--- config.mk ---
export PLATFORM = sky130hd
export DESIGN_NAME = uart_rxq
export DESIGN_NICKNAME = d
export VERILOG_FILES = /design/src/rtl/uart_rxq_pkg.sv /design/src/rtl/uart_rxq_store.sv /design/src/rtl/uart_rxq_timer.sv /design/src/rtl/uart_rxq_fcr.sv /design/src/rtl/uart_rxq.sv
export SDC_FILE = /design/constraint.sdc
export NUM_CORES = 1
export LEC_CHECK = 0
export BUFFER_PORTS_ARGS = -buffer_cell sky130_fd_sc_hd__buf_4
export CAP_MARGIN = 25
export CORE_MARGIN = 4
export CORE_UTILIZATION = 35
export CTS_CLUSTER_SIZE = 16
export DETAILED_ROUTE_END_ITERATION = 7
export HOLD_SLACK_MARGIN = 0.15
export PLACE_DENSITY_LB_ADDON = 0.05
export SLEW_MARGIN = 0
export SYNTH_ARGS = -nofsm -noshare
export SYNTH_HDL_FRONTEND = slang
export SYNTH_SLANG_ARGS = --single-unit
--- constraint.sdc ---
create_clock -name clk -period 5.85 [get_ports clk]
set_input_delay 0.8775 -clock clk [delete_from_list [all_inputs] [get_ports clk]]
set_output_delay 0.8775 -clock clk [all_outputs]
set_load 0.05 [all_outputs]
--- src/rtl/uart_rxq_pkg.sv ---
package uart_rxq_pkg;
  localparam int unsigned TICKS_PER_BIT = 16;
  localparam int unsigned CHAR_WINDOW   = 4;
  localparam int unsigned MAX_CHAR_BITS = 12;
  localparam logic [7:0]  FCR_KEEP      = 8'hC9;
  localparam int unsigned FCR_EN_B      = 0;
  localparam int unsigned FCR_RXCLR_B   = 1;
  localparam int unsigned FCR_TXCLR_B   = 2;

  function automatic logic [4:0] trig_of(input logic [1:0] sel);
    case (sel)
      2'b00:   return 5'd1;
      2'b01:   return 5'd4;
      2'b10:   return 5'd8;
      default: return 5'd14;
    endcase
  endfunction

  function automatic logic [3:0] char_bits(input logic [1:0] wlen, input logic par,
                                           input logic stop2);
    return 4'd7 + {2'b00, wlen} + {3'b000, par} + {3'b000, stop2};
  endfunction
endpackage

--- src/rtl/uart_rxq_store.sv ---
module uart_rxq_store #(
  parameter int DEPTH = 16,
  parameter int DW    = 8,
  parameter int CW    = $clog2(DEPTH + 1)
) (
  input  logic          clk,
  input  logic          rst_n,
  input  logic          flush,
  input  logic          push,
  input  logic          pop,
  input  logic [DW-1:0] wdata,
  output logic [DW-1:0] head,
  output logic [CW-1:0] count
);
  localparam int AW = (DEPTH > 1) ? $clog2(DEPTH) : 1;

  logic [DW-1:0] mem [DEPTH];
  logic [AW-1:0] wr_ptr, rd_ptr;

  function automatic logic [AW-1:0] nxt(input logic [AW-1:0] p);
    return (p == AW'(DEPTH - 1)) ? '0 : p + 1'b1;
  endfunction

  always_ff @(posedge clk) begin
    if (push && !flush) mem[wr_ptr] <= wdata;
  end

  always_ff @(posedge clk or negedge rst_n) begin
    if (!rst_n) begin
      wr_ptr <= '0;
      rd_ptr <= '0;
      count  <= '0;
    end else if (flush) begin
      wr_ptr <= '0;
      rd_ptr <= '0;
      count  <= '0;
    end else begin
      if (push) wr_ptr <= nxt(wr_ptr);
      if (pop)  rd_ptr <= nxt(rd_ptr);
      case ({push, pop})
        2'b10:   count <= count + 1'b1;
        2'b01:   count <= count - 1'b1;
        default: count <= count;
      endcase
    end
  end

  assign head = mem[rd_ptr];
endmodule

--- src/rtl/uart_rxq_timer.sv ---
module uart_rxq_timer #(
  parameter int TW = 10
) (
  input  logic          clk,
  input  logic          rst_n,
  input  logic          flush,
  input  logic          restart,
  input  logic          clr_pend,
  input  logic          tick,
  input  logic          armed,
  input  logic [TW-1:0] limit,
  output logic          pend
);
  logic [TW-1:0] cnt;

  always_ff @(posedge clk or negedge rst_n) begin
    if (!rst_n) begin
      cnt  <= '0;
      pend <= 1'b0;
    end else if (flush) begin
      cnt  <= '0;
      pend <= 1'b0;
    end else if (restart) begin
      cnt <= '0;
      if (clr_pend) pend <= 1'b0;
    end else if (tick && armed && !pend) begin
      if (cnt >= limit - TW'(1)) begin
        pend <= 1'b1;
        cnt  <= '0;
      end else begin
        cnt <= cnt + 1'b1;
      end
    end
  end
endmodule

--- src/rtl/uart_rxq_fcr.sv ---
module uart_rxq_fcr
  import uart_rxq_pkg::*;
(
  input  logic       clk,
  input  logic       rst_n,
  input  logic       we,
  input  logic [7:0] wdata,
  output logic [7:0] fcr_q,
  output logic       rx_flush,
  output logic       tx_flush_q
);
  logic toggle;
  assign toggle   = wdata[FCR_EN_B] ^ fcr_q[FCR_EN_B];
  assign rx_flush = we & (wdata[FCR_RXCLR_B] | toggle);

  always_ff @(posedge clk or negedge rst_n) begin
    if (!rst_n) begin
      fcr_q      <= '0;
      tx_flush_q <= 1'b0;
    end else begin
      tx_flush_q <= we & (wdata[FCR_TXCLR_B] | toggle);
      if (we) fcr_q <= wdata & FCR_KEEP;
    end
  end
endmodule

--- src/rtl/uart_rxq.sv ---
module uart_rxq
  import uart_rxq_pkg::*;
#(
  parameter int DEPTH = 16,
  parameter int DW    = 8
) (
  input  logic                         clk,
  input  logic                         rst_n,
  input  logic                         rx_valid,
  output logic                         rx_ready,
  input  logic [DW-1:0]                rx_data,
  input  logic                         rx_break,
  input  logic                         rd_en,
  output logic [DW-1:0]                rd_data,
  input  logic                         lsr_rd,
  input  logic                         fcr_we,
  input  logic [7:0]                   fcr_wdata,
  input  logic [1:0]                   fmt_wlen,
  input  logic                         fmt_parity,
  input  logic                         fmt_stop2,
  input  logic                         baud16_tick,
  output logic [$clog2(DEPTH+1)-1:0]   fifo_count,
  output logic [$clog2(DEPTH+1)-1:0]   trig_level,
  output logic [7:0]                   fcr_q,
  output logic                         tx_flush,
  output logic                         data_ready,
  output logic                         overrun,
  output logic                         break_det,
  output logic                         tmo_pend
);
  localparam int CW      = $clog2(DEPTH + 1);
  localparam int MAX_LIM = MAX_CHAR_BITS * TICKS_PER_BIT * CHAR_WINDOW;
  localparam int TW      = $clog2(MAX_LIM + 1);

  logic          fifo_en, rx_flush, full, empty;
  logic          f_push, f_pop, last_pop;
  logic          ov_set, bi_set, bi_clr;
  logic [DW-1:0] head, hold_q, in_byte;
  logic          hold_full;
  logic [TW-1:0] limit;

  uart_rxq_fcr u_fcr (
    .clk(clk), .rst_n(rst_n), .we(fcr_we), .wdata(fcr_wdata),
    .fcr_q(fcr_q), .rx_flush(rx_flush), .tx_flush_q(tx_flush)
  );

  assign fifo_en  = fcr_q[FCR_EN_B];
  assign full     = (fifo_count == CW'(DEPTH));
  assign empty    = (fifo_count == '0);
  assign in_byte  = rx_break ? '0 : rx_data;
  assign f_push   = rx_valid & fifo_en & ~full & ~rx_flush;
  assign f_pop    = rd_en & fifo_en & ~empty;
  assign last_pop = f_pop & (fifo_count == CW'(1)) & ~f_push;

  uart_rxq_store #(.DEPTH(DEPTH), .DW(DW), .CW(CW)) u_store (
    .clk(clk), .rst_n(rst_n), .flush(rx_flush), .push(f_push), .pop(f_pop),
    .wdata(in_byte), .head(head), .count(fifo_count)
  );

  // Single-byte mode holding register
  always_ff @(posedge clk or negedge rst_n) begin
    if (!rst_n) begin
      hold_q    <= '0;
      hold_full <= 1'b0;
    end else if (rx_flush) begin
      hold_full <= 1'b0;
    end else if (!fifo_en) begin
      if (rx_valid) begin
        hold_q    <= in_byte;
        hold_full <= 1'b1;
      end else if (rd_en) begin
        hold_full <= 1'b0;
      end
    end
  end

  // Sticky line-status bits: a new event wins over a clear
  assign ov_set = rx_valid & ~rx_flush & (fifo_en ? full : (hold_full & ~rd_en));
  assign bi_set = rx_valid & rx_break & ~rx_flush;
  assign bi_clr = lsr_rd | last_pop | (~fifo_en & rd_en & ~rx_valid);

  always_ff @(posedge clk or negedge rst_n) begin
    if (!rst_n) begin
      overrun   <= 1'b0;
      break_det <= 1'b0;
    end else begin
      overrun   <= ov_set | (overrun & ~lsr_rd);
      break_det <= bi_set | (break_det & ~bi_clr);
    end
  end

  assign limit = TW'(char_bits(fmt_wlen, fmt_parity, fmt_stop2)) *
                 TW'(TICKS_PER_BIT * CHAR_WINDOW);

  uart_rxq_timer #(.TW(TW)) u_tmo (
    .clk(clk), .rst_n(rst_n), .flush(rx_flush),
    .restart(fifo_en & (rx_valid | rd_en)), .clr_pend(rd_en),
    .tick(baud16_tick), .armed(fifo_en & ~empty), .limit(limit), .pend(tmo_pend)
  );

  assign rx_ready   = 1'b1;
  assign data_ready = fifo_en ? ~empty : hold_full;
  assign rd_data    = fifo_en ? (empty ? '0 : head) : hold_q;
  assign trig_level = CW'(trig_of(fcr_q[7:6]));
endmodule

==> results.txt <==
Outcome: complete, no violations
Max FO, Critical Path: 16
Highest routed metal layer: met4
Max clock buf depth: 2
Largest net degree at the start of global routing: 41
CTS tree: done
Net count, final: 632
First-pass GRT wire length: 26,990 um
CP max stage cell: dfrtp_1
Via count: 4,506
# setup viols final: 0
PnR worst setup slack: 1.894 ns
CP peak stage delay: 0.91 ns
GRT Util Overall: 15.22%
Detail Placement HPWL: 11,830 um
Chip height: 154.8 um
Final worst path period share: 67.62%
Htree depth: 4
EDFF count, synth: 128
Crit path DAT: 3.08 ns
Antenna violations before repair: 0
Worst VDD drop: 0.0001750 V
Metal-1 WL: 8175 um
Cts bufs inserted: 17
Post-CTS Hold Buffers: 0
Final hold slack: 0.4430 ns
Core Area: 21,090 sq um
Vias/cell: 5.156
Hold Fails Final Rpt: 0
I/O Buffers: 51
Reg-to-reg slack, setup: 2.78 ns
Achievable Freq: 0.2528 GHz
Cell area after synthesis: 7545 sq um
Critical path, cell by cell: nor2b_1 -> a221oi_1 -> a221o_1 -> buf_4
Area fraction of the dominant cell type after synthesis: 50.95%
CP bufs+invs: 1
Routed len/inst: 20.34 um
Ports: 60
Share of cells above drive strength 1: 22.04%
Post-synthesis register bit count: 168
GP Congestion: 0.7797
Initial Utilization: 35.78%
Area leader, netlist: edfxtp_1
Post_cts resized: 0
Antenna viol nets, final: 0
Leading post-synthesis cells by cell area: edfxtp_1, dfrtp_1, mux4_2
Vias in the first global route: 4,495
Later-pin clock latency in the skew report: 0.42 ns
Pre-antenna DRT Iters: 4
Worst path required time: 4.97 ns
Worst Tran Pin Value: 0.9297 ns
DIE AREA: 23,970 sq um
RSZ-0062 raised after global routing: false
CTS clk-pin slew, worst paths: 0.07 ns
Largest delay share family, worst path: flip-flops
Critical Path Sink Type: output port
Leakage: 3.214 nW
Pwr Density: 356.7 nW/um^2
WL met2: 8591 um
Global route overflow: 0
Max Slew Vio Count: 0
Critical R2R Capture: u_store.mem[7][4]$_DFFE_PP_
DR iter-0 viols: 190
Rel. slew slack: 37.89%
Critical path class: reg -> out
Num rows: 53
WL met3: 900 um
Async SR Flop Fraction: 23.81%
R2R depth: 7
R2R Path Start: u_store.count[0]$_DFFE_PN0P_
Clk_skew: 0.008371 ns
Yosys warns: 0
Fillers: 1,971
Post-synthesis sequential area ratio: 64.21%
Detailed Route WL: 17,780 um
Syn Area/Cell: 14.34 sq um
MaxCap Viol Count: 0
Gate Count Post-Synth: 526
Dpl ws: 1.593 ns
Sum Neg Setup Slack: 0 ns
DRC viols: 0
# Post-CTS Setup Buffers: 0
Startpoint Class: flop
Antenna cells: 0
Top_reg_cell synth: edfxtp_1
Period minus WS final: 3.956 ns
Hold crit path type: in -> async
Unique cell type count in the Yosys netlist: 58
DIE WIDTH: 154.8 um
CTS root buf: clkbuf_16
Area Growth Syn to Fin: 17.21%
Clk sinks: 168
[logic make-up after synthesis]
family | after synthesis | share of synthesized area (%)
other | 2 | 0.09954
buffers and inverters | 62 | 3.665
DFF | 168 | 64.21
xor gates and xnor gates | 11 | 1.277
and+or+nand+nor | 129 | 8.972
adders and majority gates | 18 | 3.085
AOI/OAI and AO/OA | 75 | 7.761
muxes | 61 | 10.93
[worst max-delay path by stage]
stage	startpoint	depth (start not counted)	to	slack (ns)
finish	u_store.rd_ptr[0]$_DFFE_PN0P_	4	rd_data[3]	1.89
global route	u_store.rd_ptr[0]$_DFFE_PN0P_	4	rd_data[4]	1.71
CTS	u_store.rd_ptr[1]$_DFFE_PN0P_	6	rd_data[5]	1.78
detailed placement	fmt_wlen[0]	16	u_tmo.cnt[3]$_DFFE_PN0P_	1.59
global placement	fmt_wlen[0]	16	u_tmo.cnt[3]$_DFFE_PN0P_	1.68
floorplan	fmt_wlen[0]	15	u_tmo.cnt[8]$_DFFE_PN0P_	2.07
[sequential cells by signal (all words and copies together) (netlist names)]
register / cells
u_store.mem: 128
u_tmo.cnt: 10
hold_q: 8
u_store.count: 5
u_fcr.fcr_q: 4
u_store.rd_ptr: 4
u_store.wr_ptr: 4
break_det: 1
hold_full: 1
overrun: 1
u_fcr.tx_flush_q: 1
u_tmo.pend: 1
[routing by layer]
metal,vias to the layer above,track usage (%)
li1,2118,-
met1,2288,20.56
met2,94,25.12
met3,6,3.693
met4,0,3.280
met5,-,0
[power breakdown]
| group | switching, W | total [W] | internal, W |
|---|---|---|---|
| logic | 0.000425 | 0.000678 | 0.000253 |
| clock network | 0.000520 | 0.00109 | 0.000571 |
| registers | 0.0000618 | 0.00138 | 0.00132 |
[per-stage QoR]
| step | instance area, sq um | std cells | total power (W) | util [%] |
|---|---|---|---|---|
| 2_1_floorplan | 7560 | 530 | 0.001883 | - |
| 3_5_place_dp | 8243 | 841 | 0.002097 | 39.09 |
| 3_3_place_gp | 8243 | 841 | 0.002090 | 39.09 |
| 5_1_grt | 8843 | 874 | 0.003301 | 41.94 |
| 4_1_cts | 8823 | 873 | 0.003194 | 41.84 |
| 6_report | 8843 | 874 | 0.003154 | 41.94 |
[placed cells by master, fill, tap and decap left out, types with 3 or more instances in the layout]
cell type / count
mux4_2: 16
o22ai_1: 9
a22o_1: 9
ha_1: 17
mux2_2: 11
edfxtp_1: 128
inv_8: 3
o21ai_1: 3
nand3_1: 18
nor3_1: 6
a21oi_1: 9
o21a_1: 3
clkbuf_16: 17
a221o_1: 8
o21ai_0: 5
xor2_1: 6
a221oi_1: 8
nor2b_1: 12
conb_1: 6
nand2b_1: 5
mux2i_1: 34
o311ai_1: 6
dfrtp_1: 39
nand2_1: 34
buf_4: 65
nor2_1: 31
inv_1: 32
clkinv_8: 3
xnor2_1: 5
inv_6: 5
[final cells by class]
class	instances	area [sq um]	area share (%)
Timing Repair Buffer	66	508.0	5.744
Clock inverter	14	151.4	1.712
Multi-Input combinational cell	300	2439	27.58
Inverter	33	126.4	1.429
Tap cell	275	344.1	3.891
Sequential cell	168	4846	54.80
Clock buffer	18	429.2	4.853
[cell usage after synthesis, types with 8 or more instances]
master and count:
edfxtp_1 128, buf_2 9, clkbuf_1 8, o22ai_1 9
inv_1 32, dfrtp_1 40, a21oi_1 9, a221o_1 8
a22o_1 9, nand2_1 34, nand3_1 18, mux2_2 11
nor2b_1 12, mux2i_1 34, nor2_1 31, mux4_2 16
a221oi_1 8, buf_4 8, ha_1 17
(Power assumes the default switching activity.)
